`config.mk`:
```
export PLATFORM = sky130hd
export DESIGN_NAME = trace_sampler
export DESIGN_NICKNAME = d
export VERILOG_FILES = /design/src/rtl/trace_pkg.sv /design/src/rtl/trace_cfg_decode.sv /design/src/rtl/trace_period_ctr.sv /design/src/rtl/trace_rec_writer.sv /design/src/rtl/trace_sampler.sv
export SDC_FILE = /design/constraint.sdc
export NUM_CORES = 1
export LEC_CHECK = 0
export ABC_CLOCK_PERIOD_IN_PS = 5410
export BUFFER_PORTS_ARGS = -buffer_cell sky130_fd_sc_hd__buf_2
export CORE_MARGIN = 1.5
export CORE_UTILIZATION = 46
export DETAILED_ROUTE_END_ITERATION = 7
export PLACE_DENSITY = 0.79
export SKIP_LAST_GASP = 1
export SLEW_MARGIN = 20
export SYNTH_ARGS = -nofsm -noshare
export SYNTH_HDL_FRONTEND = slang
export SYNTH_HIERARCHICAL = 1
export SYNTH_SLANG_ARGS = --single-unit
export TNS_END_PERCENT = 20
```
`constraint.sdc`:
```
create_clock -name clk -period 5.41 [get_ports clk]
set_input_delay 0.2705 -clock clk [delete_from_list [all_inputs] [get_ports clk]]
set_output_delay 0.2705 -clock clk [all_outputs]
set_load 0.02 [all_outputs]
```
`src/rtl/trace_pkg.sv`:
```
package trace_pkg;
  localparam int WORD_W = 64;

  // MSB-first numbering: bit k lives at vector index WORD_W-1-k
  function automatic int msb_idx(input int k);
    return WORD_W - 1 - k;
  endfunction

  localparam int EN_IDX      = msb_idx(0);
  localparam int MODE_IDX    = msb_idx(1);
  localparam int ADDR_HI_IDX = msb_idx(8);
  localparam int ADDR_LO_IDX = msb_idx(50);
  localparam int SIZE_HI_IDX = msb_idx(48);
  localparam int SIZE_LO_IDX = msb_idx(50);

  localparam int REC_BEAT_BYTES = 8;
  localparam int REC_BYTES      = 16;

  typedef enum logic [1:0] {
    ST_IDLE = 2'd0,
    ST_PC   = 2'd1,
    ST_CNT  = 2'd2
  } wr_state_e;
endpackage

```
`src/rtl/trace_cfg_decode.sv`:
```
module trace_cfg_decode
  import trace_pkg::*;
#(
  parameter int LOAD_W = 32,
  parameter int SIZE_W = 3
) (
  input  logic [WORD_W-1:0] base_reg,
  input  logic [WORD_W-1:0] trace_ctl,
  output logic              active,
  output logic [WORD_W-1:0] base_addr,
  output logic [LOAD_W-1:0] load_val,
  output logic [SIZE_W-1:0] size_code
);
  localparam int LOAD_LO = WORD_W - LOAD_W;

  always_comb begin
    active    = base_reg[EN_IDX] & base_reg[MODE_IDX];
    base_addr = '0;
    base_addr[ADDR_HI_IDX:ADDR_LO_IDX] = base_reg[ADDR_HI_IDX:ADDR_LO_IDX];
    load_val  = trace_ctl[WORD_W-1:LOAD_LO];
    size_code = trace_ctl[SIZE_LO_IDX +: SIZE_W];
  end

  // event select and reserved fields are not decoded: event is fixed to cycles
  logic unused_fields;
  assign unused_fields = ^{base_reg[WORD_W-3:ADDR_HI_IDX+1], base_reg[ADDR_LO_IDX-1:0],
                           trace_ctl[LOAD_LO-1:SIZE_LO_IDX+SIZE_W], trace_ctl[SIZE_LO_IDX-1:0]};
endmodule

```
`src/rtl/trace_period_ctr.sv`:
```
module trace_period_ctr #(
  parameter int LOAD_W = 32,
  parameter int EVT_W  = 64
) (
  input  logic              clk,
  input  logic              rst_n,
  input  logic              active,
  input  logic [LOAD_W-1:0] load_val,
  output logic              ovf,
  output logic [EVT_W-1:0]  evt_now
);
  logic              armed;
  logic [LOAD_W-1:0] cnt_q;
  logic [LOAD_W-1:0] cnt_eff;
  logic [EVT_W-1:0]  evt_q;

  // first active cycle starts from the load value, not stale state
  assign cnt_eff = armed ? cnt_q : load_val;
  assign ovf     = active && (cnt_eff == '1);
  assign evt_now = evt_q + EVT_W'(1);

  always_ff @(posedge clk) begin
    if (!rst_n) begin
      armed <= 1'b0;
      cnt_q <= '0;
      evt_q <= '0;
    end else if (!active) begin
      armed <= 1'b0;
      cnt_q <= load_val;
      evt_q <= '0;
    end else begin
      armed <= 1'b1;
      evt_q <= evt_now;
      cnt_q <= ovf ? load_val : cnt_eff + LOAD_W'(1);
    end
  end
endmodule

```
`src/rtl/trace_rec_writer.sv`:
```
module trace_rec_writer
  import trace_pkg::*;
#(
  parameter int SIZE_W  = 3,
  parameter int MIN_LG  = 12,
  parameter int DROP_W  = 8
) (
  input  logic              clk,
  input  logic              rst_n,
  input  logic              active,
  input  logic              ovf,
  input  logic [WORD_W-1:0] pc_in,
  input  logic [WORD_W-1:0] evt_now,
  input  logic [WORD_W-1:0] base_addr,
  input  logic [SIZE_W-1:0] size_code,
  input  logic              wr_ready,
  output logic              wr_valid,
  output logic [WORD_W-1:0] wr_addr,
  output logic [WORD_W-1:0] wr_data,
  output logic [DROP_W-1:0] drop_count
);
  localparam int OFF_W = MIN_LG + (1 << SIZE_W) - 1;

  wr_state_e         state_q;
  logic [OFF_W-1:0]  off_q;
  logic [OFF_W-1:0]  size_mask;
  logic [OFF_W-1:0]  off_step;
  logic [WORD_W-1:0] rec_addr_q;
  logic [WORD_W-1:0] rec_pc_q;
  logic [WORD_W-1:0] rec_cnt_q;

  assign size_mask = (OFF_W'(1) << (MIN_LG + int'(size_code))) - OFF_W'(1);
  assign off_step  = (off_q + OFF_W'(REC_BYTES)) & size_mask;

  assign wr_valid = (state_q != ST_IDLE);
  assign wr_addr  = (state_q == ST_CNT) ? rec_addr_q + WORD_W'(REC_BEAT_BYTES) : rec_addr_q;
  assign wr_data  = (state_q == ST_CNT) ? rec_cnt_q : rec_pc_q;

  always_ff @(posedge clk) begin
    if (!rst_n) begin
      state_q    <= ST_IDLE;
      off_q      <= '0;
      rec_addr_q <= '0;
      rec_pc_q   <= '0;
      rec_cnt_q  <= '0;
    end else begin
      unique case (state_q)
        ST_IDLE: begin
          if (ovf) begin
            rec_addr_q <= base_addr + WORD_W'(off_q & size_mask);
            rec_pc_q   <= pc_in;
            rec_cnt_q  <= evt_now;
            state_q    <= ST_PC;
          end else if (!active) begin
            off_q <= '0;
          end
        end
        ST_PC: begin
          if (wr_ready) state_q <= ST_CNT;
        end
        ST_CNT: begin
          if (wr_ready) begin
            state_q <= ST_IDLE;
            off_q   <= active ? off_step : '0;
          end
        end
        default: state_q <= ST_IDLE;
      endcase
    end
  end

  always_ff @(posedge clk) begin
    if (!rst_n) begin
      drop_count <= '0;
    end else if (ovf && (state_q != ST_IDLE) && (drop_count != '1)) begin
      drop_count <= drop_count + DROP_W'(1);
    end
  end
endmodule

```
`src/rtl/trace_sampler.sv`:
```
module trace_sampler
  import trace_pkg::*;
#(
  parameter int LOAD_W = 32,
  parameter int SIZE_W = 3,
  parameter int MIN_LG = 12,
  parameter int DROP_W = 8
) (
  input  logic              clk,
  input  logic              rst_n,
  input  logic [63:0]       base_reg,
  input  logic [63:0]       trace_ctl,
  input  logic [63:0]       pc_in,
  output logic              wr_valid,
  input  logic              wr_ready,
  output logic [63:0]       wr_addr,
  output logic [63:0]       wr_data,
  output logic [DROP_W-1:0] drop_count
);
  logic              active;
  logic [WORD_W-1:0] base_addr;
  logic [LOAD_W-1:0] load_val;
  logic [SIZE_W-1:0] size_code;
  logic              ovf;
  logic [WORD_W-1:0] evt_now;

  trace_cfg_decode #(.LOAD_W(LOAD_W), .SIZE_W(SIZE_W)) u_dec (
    .base_reg  (base_reg),
    .trace_ctl (trace_ctl),
    .active    (active),
    .base_addr (base_addr),
    .load_val  (load_val),
    .size_code (size_code)
  );

  trace_period_ctr #(.LOAD_W(LOAD_W), .EVT_W(WORD_W)) u_ctr (
    .clk      (clk),
    .rst_n    (rst_n),
    .active   (active),
    .load_val (load_val),
    .ovf      (ovf),
    .evt_now  (evt_now)
  );

  trace_rec_writer #(.SIZE_W(SIZE_W), .MIN_LG(MIN_LG), .DROP_W(DROP_W)) u_wr (
    .clk        (clk),
    .rst_n      (rst_n),
    .active     (active),
    .ovf        (ovf),
    .pc_in      (pc_in),
    .evt_now    (evt_now),
    .base_addr  (base_addr),
    .size_code  (size_code),
    .wr_ready   (wr_ready),
    .wr_valid   (wr_valid),
    .wr_addr    (wr_addr),
    .wr_data    (wr_data),
    .drop_count (drop_count)
  );
endmodule

```
Word level (Yosys, flattened, before mapping)
Index checks and enable logic that the tools add are counted.
{"block": "classes", "n_mul": 0, "div": 0, "n_mux": 15, "n_reduce_logical": 10, "addsub": 8, "magnitude_cmp": 0, "bitwise": 3, "eq_ne": 9, "shift": 1}
{"cell": "two-way mux 64 bit", "n": 2}
{"cell": "two-way mux 32 bit", "n": 3}
{"cell": "two-way mux 19 bit", "n": 4}
{"cell": "adder 56 x 64 -> 64 bit", "n": 1}
{"cell": "adder 64 x 1 -> 64 bit (second input constant)", "n": 1}
{"cell": "adder 64 x 4 -> 64 bit (second input constant)", "n": 1}
{"cell": "bitwise AND 19 bit", "n": 2}
{"cell": "case mux 19 bit (2 select lines)", "n": 1}
{"cell": "adder 32 x 1 -> 32 bit (second input constant)", "n": 1}
{"cell": "equality test 32 bit (second input constant)", "n": 1}
{"cell": "left shift 1 x 32 -> 19 bit (first input constant)", "n": 1}
{"cell": "adder 19 x 5 -> 19 bit (second input constant)", "n": 1}
{"cell": "subtractor 19 x 2 -> 19 bit (second input constant)", "n": 1}
{"cell": "inequality test 2 bit (second input constant)", "n": 5}
{"cell": "adder 8 x 1 -> 8 bit (second input constant)", "n": 1}
{"cell": "inequality test 8 bit (second input constant)", "n": 1}
{"cell": "two-way mux 2 bit", "n": 3}
{"cell": "case mux 2 bit (3 select lines)", "n": 1}
{"cell": "adder 4 x 3 -> 5 bit (first input constant)", "n": 1}
{"cell": "AND reduction 2 bit", "n": 2}
{"cell": "AND reduction 4 bit", "n": 1}
{"cell": "nonzero test 2 bit", "n": 2}
{"cell": "logical AND 1 bit", "n": 3}
{"cell": "AND reduction 3 bit", "n": 1}
{"cell": "5 further kinds", "n": 5}
{"block": "totals", "ramBits": 0, "memories": 0, "mem_bits_ro": 0, "input_bits": 195, "output_inout_bits": 137, "latchBits": 0, "elab_cells": 55, "ff_bits": 318}

Depth between registers and ports, before layout
{"block": "depth", "ltp_word": 7, "depth_mapped": 19, "depth_no_buf": 12}

Modules after synthesis
Netlist, hierarchy kept.
{"mod": "trace_rec_writer", "area_each_um2": 11851.4, "seq_area_each_um2": 4424.2, "cells_per_inst": 1525, "instances": 1}
{"mod": "trace_period_ctr", "area_each_um2": 5776.8, "seq_area_each_um2": 1941.9, "cells_per_inst": 716, "instances": 1}
{"mod": "trace_cfg_decode", "area_each_um2": 753.2, "seq_area_each_um2": 0.0, "cells_per_inst": 101, "instances": 1}

Worst setup path after synthesis
OpenSTA, ideal clock, no wires.
{"block": "synth_timing", "path_kind": "reg-to-reg", "from": "register u_ctr.armed", "to": "register u_wr.off_q[11]", "required_ps": 5339, "t_arrival_ps": 4118, "setup_ps": 71, "setup_slack_ps": 1222, "synth_period_minus_slack_ps": 4188, "path_stages_with_launch": 18, "path_buffers": 7, "cell_sequence": "dfxtp_1 -> buf_6 -> buf_8 -> buf_4 -> buf_2 -> buf_2 -> buf_2 -> clkbuf_1 -> mux2_2 -> ha_1 -> o21a_2 -> nand3_4 -> nor4_1 -> or3_1 -> a211oi_1 -> nand2b_1 -> or4b_2 -> a21oi_1"}
{"block": "synth_between", "elab_chain_len": 5}
{"item": "from (decl)", "line": "trace_period_ctr.sv:12", "source": "logic armed;"}
{"item": "from (signal assigned)", "line": "trace_period_ctr.sv:24", "source": "armed <= 1'b0;"}
{"item": "from (signal assigned)", "line": "trace_period_ctr.sv:28", "source": "armed <= 1'b0;"}
{"item": "from (signal assigned)", "line": "trace_period_ctr.sv:32", "source": "armed <= 1'b1;"}
{"item": "two-way mux 32 bit", "line": "trace_period_ctr.sv:18", "source": "assign cnt_eff = armed ? cnt_q : load_val;"}
{"item": "equality test 32 bit", "line": "trace_period_ctr.sv:19", "source": "assign ovf = active && (cnt_eff == '1);"}
{"item": "logical AND 1 bit", "line": "trace_period_ctr.sv:19"}
{"item": "net ovf", "line": "trace_sampler.sv:24", "source": "logic ovf;"}
{"item": "inequality test 2 bit (no line)"}
{"item": "AND reduction 4 bit (no line)"}
{"item": "to (signal assigned)", "line": "trace_rec_writer.sv:64", "source": "off_q <= active ? off_step : '0;"}
{"item": "to (decl)", "line": "trace_rec_writer.sv:25", "source": "logic [OFF_W-1:0] off_q;"}
The timed path passes the listed nets, and every way through them passes these cells.
A chain may end at the register's enable or synchronous reset.

Worst setup path in the final report
{"block": "layout_timing", "from": "register u_ctr.armed", "to": "register u_wr.off_q[16]"}
Same word-level chain as after synthesis.

==> flow_summary_export.csv <==
group,metric,value,unit
detailed_routing,viasPerCell,5.59,
timing,setup_tns,0,ns
global_routing,grt_pass1_wl,81.4,mm
detailed_routing,drt_iter0_drc,1257,
timing,fin_worst_skew,0.0206,ns
global_routing,grt_pass1_vias,16500,
critical_path,r2r_cells,14,
timing,holdWs,0.0406,ns
cts,cts_tree,"built",
cts,cts-root-buf,"clkbuf_16",
critical_path,ff2ff_setup_slack,1.59,ns
cts,clkLatencyLatePin,0.54,ns
power_and_ir_drop,ir_drop,227,uV
critical_path,start_kind,"flip-flop",
detailed_routing,routed_wl,50.6,mm
detailed_routing,post_drt_wl_per_cell,16.3,um
placed_design,portBuffers,283,
timing,worstMarginPinSlew,1.09,ns
placed_design,routabilityCongestion,0.919,
detailed_routing,drt_pass1_iterations,7,
cts,clk_pin_slew_worst_paths,0.06,ns
synth,ys_seq_area_share,34.6,%
critical_path,crit_required,5.86,ns
final_layout,fin_nets,2777,
worst_hold_path,hold_depth,3,
timing,slew_headroom,27.2,%
global_routing,grt-ovfl-total,0,
detailed_routing,ant_nets,0,
power_and_ir_drop,leakage,8.30,nW
die,die_x,203,um
cts,cts_buffers,36,
die,die_h,203,um
critical_path,rr_endpoint,"u_wr/off_q[16]",
final_layout,area_growth,16.6,%
synth,ys_seq_elements,318,
critical_path,cp_data_arrival_time,4.27,ns
synth,synth.avg_cell_area,7.85,um^2
worst_hold_path,hold_path_startpoint,"base_reg[52]",
synth,synth_cell_types,98,
synth,synth_edf_count,0,
timing,max_freq,262,MHz
critical_path,crit_path_max_fanout,92,
global_routing,grt_max_degree,102,
synth,synth_area,18400,um^2
synth,async_flop_share,0,%
die,die-area,41200,um^2
cts,htreeDepth,2,
synth,yosysWarnings,6,
timing,setup_viol,0,
worst_hold_path,min_path_type,"in -> reg",
synth,netlist_instances,2342,
timing,layout_min_cycle_time,3.82,ns
die,rows,73,
cts,clk_path_buf_depth,3,
placed_design,dp_hpwl,34.8,mm
die,start_util,46.5,%
critical_path,end_kind,"flip-flop",
timing,maxSlewViolCount,0,
die,boundaryPins,332,
cts,cts_num_sinks,318,
detailed_routing,vias,17400,
global_routing,grt.total_usage,23.8,%
critical_path,timing.rr.start,"u_ctr/armed",
worst_hold_path,whs_endpoint,"u_wr/rec_addr_q[52]",
die,coreArea,39500,um^2
critical_path,crit_type,"reg -> reg",
cts,ctsResizeCount,0,
synth,ys.flop_type,"dfxtp_1",
timing,hold_violations,0,
timing,finalCritPeriodShare,70.6,%
status,outcome,"complete, no violations",
timing,rsz0062_at_grt,"false",
power_and_ir_drop,total_power,0.00518,W
power_and_ir_drop,p_per_area,242,nW/um^2
flow_run,drv_cap,0,
detailed_routing,route.detailed.drc,0,
global_routing,antenna_found_initial,1,
final_layout,drive_above_1_share,18.2,%
[cells in the final DEF (no fill, tap or decap), drive strengths merged, types with 52 or more instances in the layout]
cell / instances
nand4: 53
dfxtp: 318
a21oi: 216
dlygate4sd3: 74
and2: 81
nand3: 113
nor2: 132
mux2: 71
xnor2: 116
o21ai: 110
clkbuf: 52
buf: 299
nand2: 427
xor2: 79
[flip-flops by register name (all words and copies together) (netlist names)]
| signal | count |
|---|---|
| u_ctr/armed | 1 |
| u_ctr/cnt_q | 32 |
| u_ctr/evt_q | 64 |
| u_wr/drop_count | 8 |
| u_wr/off_q | 19 |
| u_wr/rec_addr_q | 64 |
| u_wr/rec_cnt_q | 64 |
| u_wr/rec_pc_q | 64 |
| u_wr/state_q | 2 |
[per-stage QoR]
stage / instance area [um^2] / utilization [%] / setup WS, ns / cells
CTS: 21400 / 54.1 / 1.64 / 3106
global route: 21400 / 54.2 / 1.26 / 3108
finish: 21400 / 54.2 / 1.59 / 3108
floorplan: 18500 / - / 1.22 / 2362
global placement: 19500 / 49.2 / 1.75 / 2969
detailed placement: 19500 / 49.2 / 1.65 / 2969
[kinds of logic (layout without fill, tap and decap cells)]
logic type / Yosys count / in the layout / synth area share [%]
fa+ha+maj: 25 / 25 / 1.74
buf+inv: 255 / 475 / 7.51
other cells: 1 / 22 / 0.0204
xor+xnor: 195 / 195 / 9.33
mux: 80 / 80 / 4.86
simple gates: 1007 / 1007 / 27.0
flops: 318 / 318 / 34.6
compound gates: 461 / 461 / 14.9
[critical path, cell delays in order, from the launching register on]
cell      delay [ns]
dfxtp_2         0.59
buf_12          0.37
and4b_1         0.27
a22o_4          0.26
nand3_4         0.14
nor4_1          0.08
buf_4           0.17
or3_1           0.32
a21oi_1         0.48
buf_4           0.27
nand3_1         0.17
nor2_1          0.20
nand3_1         0.11
xnor2_1         0.14
a211oi_1        0.16
[what timing repair did]
item,in CTS,in global routing
hold buffers,74,0
buffers inserted,0,0
endpoints found under the hold margin,74,0
endpoints found under the setup margin,0,0
[how the worst max path moves through the flow]
stage / startpoint / to / slack (ns) / depth (start not counted)
final: u_ctr/armed / u_wr/off_q[16] / 1.59 / 14
after CTS: u_ctr/armed / u_wr/off_q[16] / 1.64 / 14
after floorplan: u_ctr/armed / u_wr/off_q[11] / 1.22 / 17
after global routing: u_ctr/armed / u_wr/off_q[16] / 1.26 / 14
after global placement: u_ctr/armed / u_wr/off_q[16] / 1.75 / 14
after detailed placement: u_ctr/armed / u_wr/off_q[16] / 1.65 / 14
[where the power goes]
group | internal, W | switching, W | total, W
Combinational | 0.000141 | 0.000191 | 0.000332
Clock | 0.00147 | 0.00100 | 0.00247
Sequential | 0.00236 | 0.0000175 | 0.00238
[final cells by class]
class | instances | area, um^2
Clock buffer | 52 | 1060
Fill cell | 3608 | 18100
Clock inverter | 11 | 141
Inverter | 39 | 151
Antenna cell | 1 | 2.50
Multi-Input combinational cell | 1789 | 10700
Sequential cell | 318 | 6370
Timing Repair Buffer | 373 | 2310
Tap cell | 525 | 657
[Yosys cell counts, drive strengths merged, types with 3 or more instances]
cell	n	area, um^2
nand2	427	1600
dfxtp	318	6370
a21oi	216	1080
nor2	132	508
buf	130	911
xnor2	116	1020
nand3	113	588
o21ai	110	554
clkbuf	86	323
and2	81	507
xor2	79	692
mux2	71	803
nand4	53	372
nor3	45	240
and3	39	244
inv	38	143
or3	26	168
ha	24	300
a31oi	23	144
nor4	18	134
a211oi	17	145
and4	17	149
o211ai	15	118
or4	13	97.6
o31ai	11	82.6
nor2b	10	62.6
mux2i	9	90.1
nand2b	9	56.3
o21a	7	53.8
o22ai	7	43.8
o311ai	6	52.6
a22oi	5	42.5
nand4b	5	58.8
o31a	5	43.8
a21o	4	30.0
nand3b	4	42.5
o2111ai	4	35.0
a2111oi	3	33.8
a2bb2oi	3	26.3
nor4b	3	32.5
o21bai	3	22.5
or4b	3	33.8
[layer usage]
| layer | GRT usage [%] | share of wire, % |
|---|---|---|
| met3 | 4.45 | 6.6 |
| met5 | 0 | 0 |
| met4 | 9.29 | 3.1 |
| met1 | 29.9 | 43 |
| met2 | 40.3 | 47 |
Power figures use the tool's default switching activity.
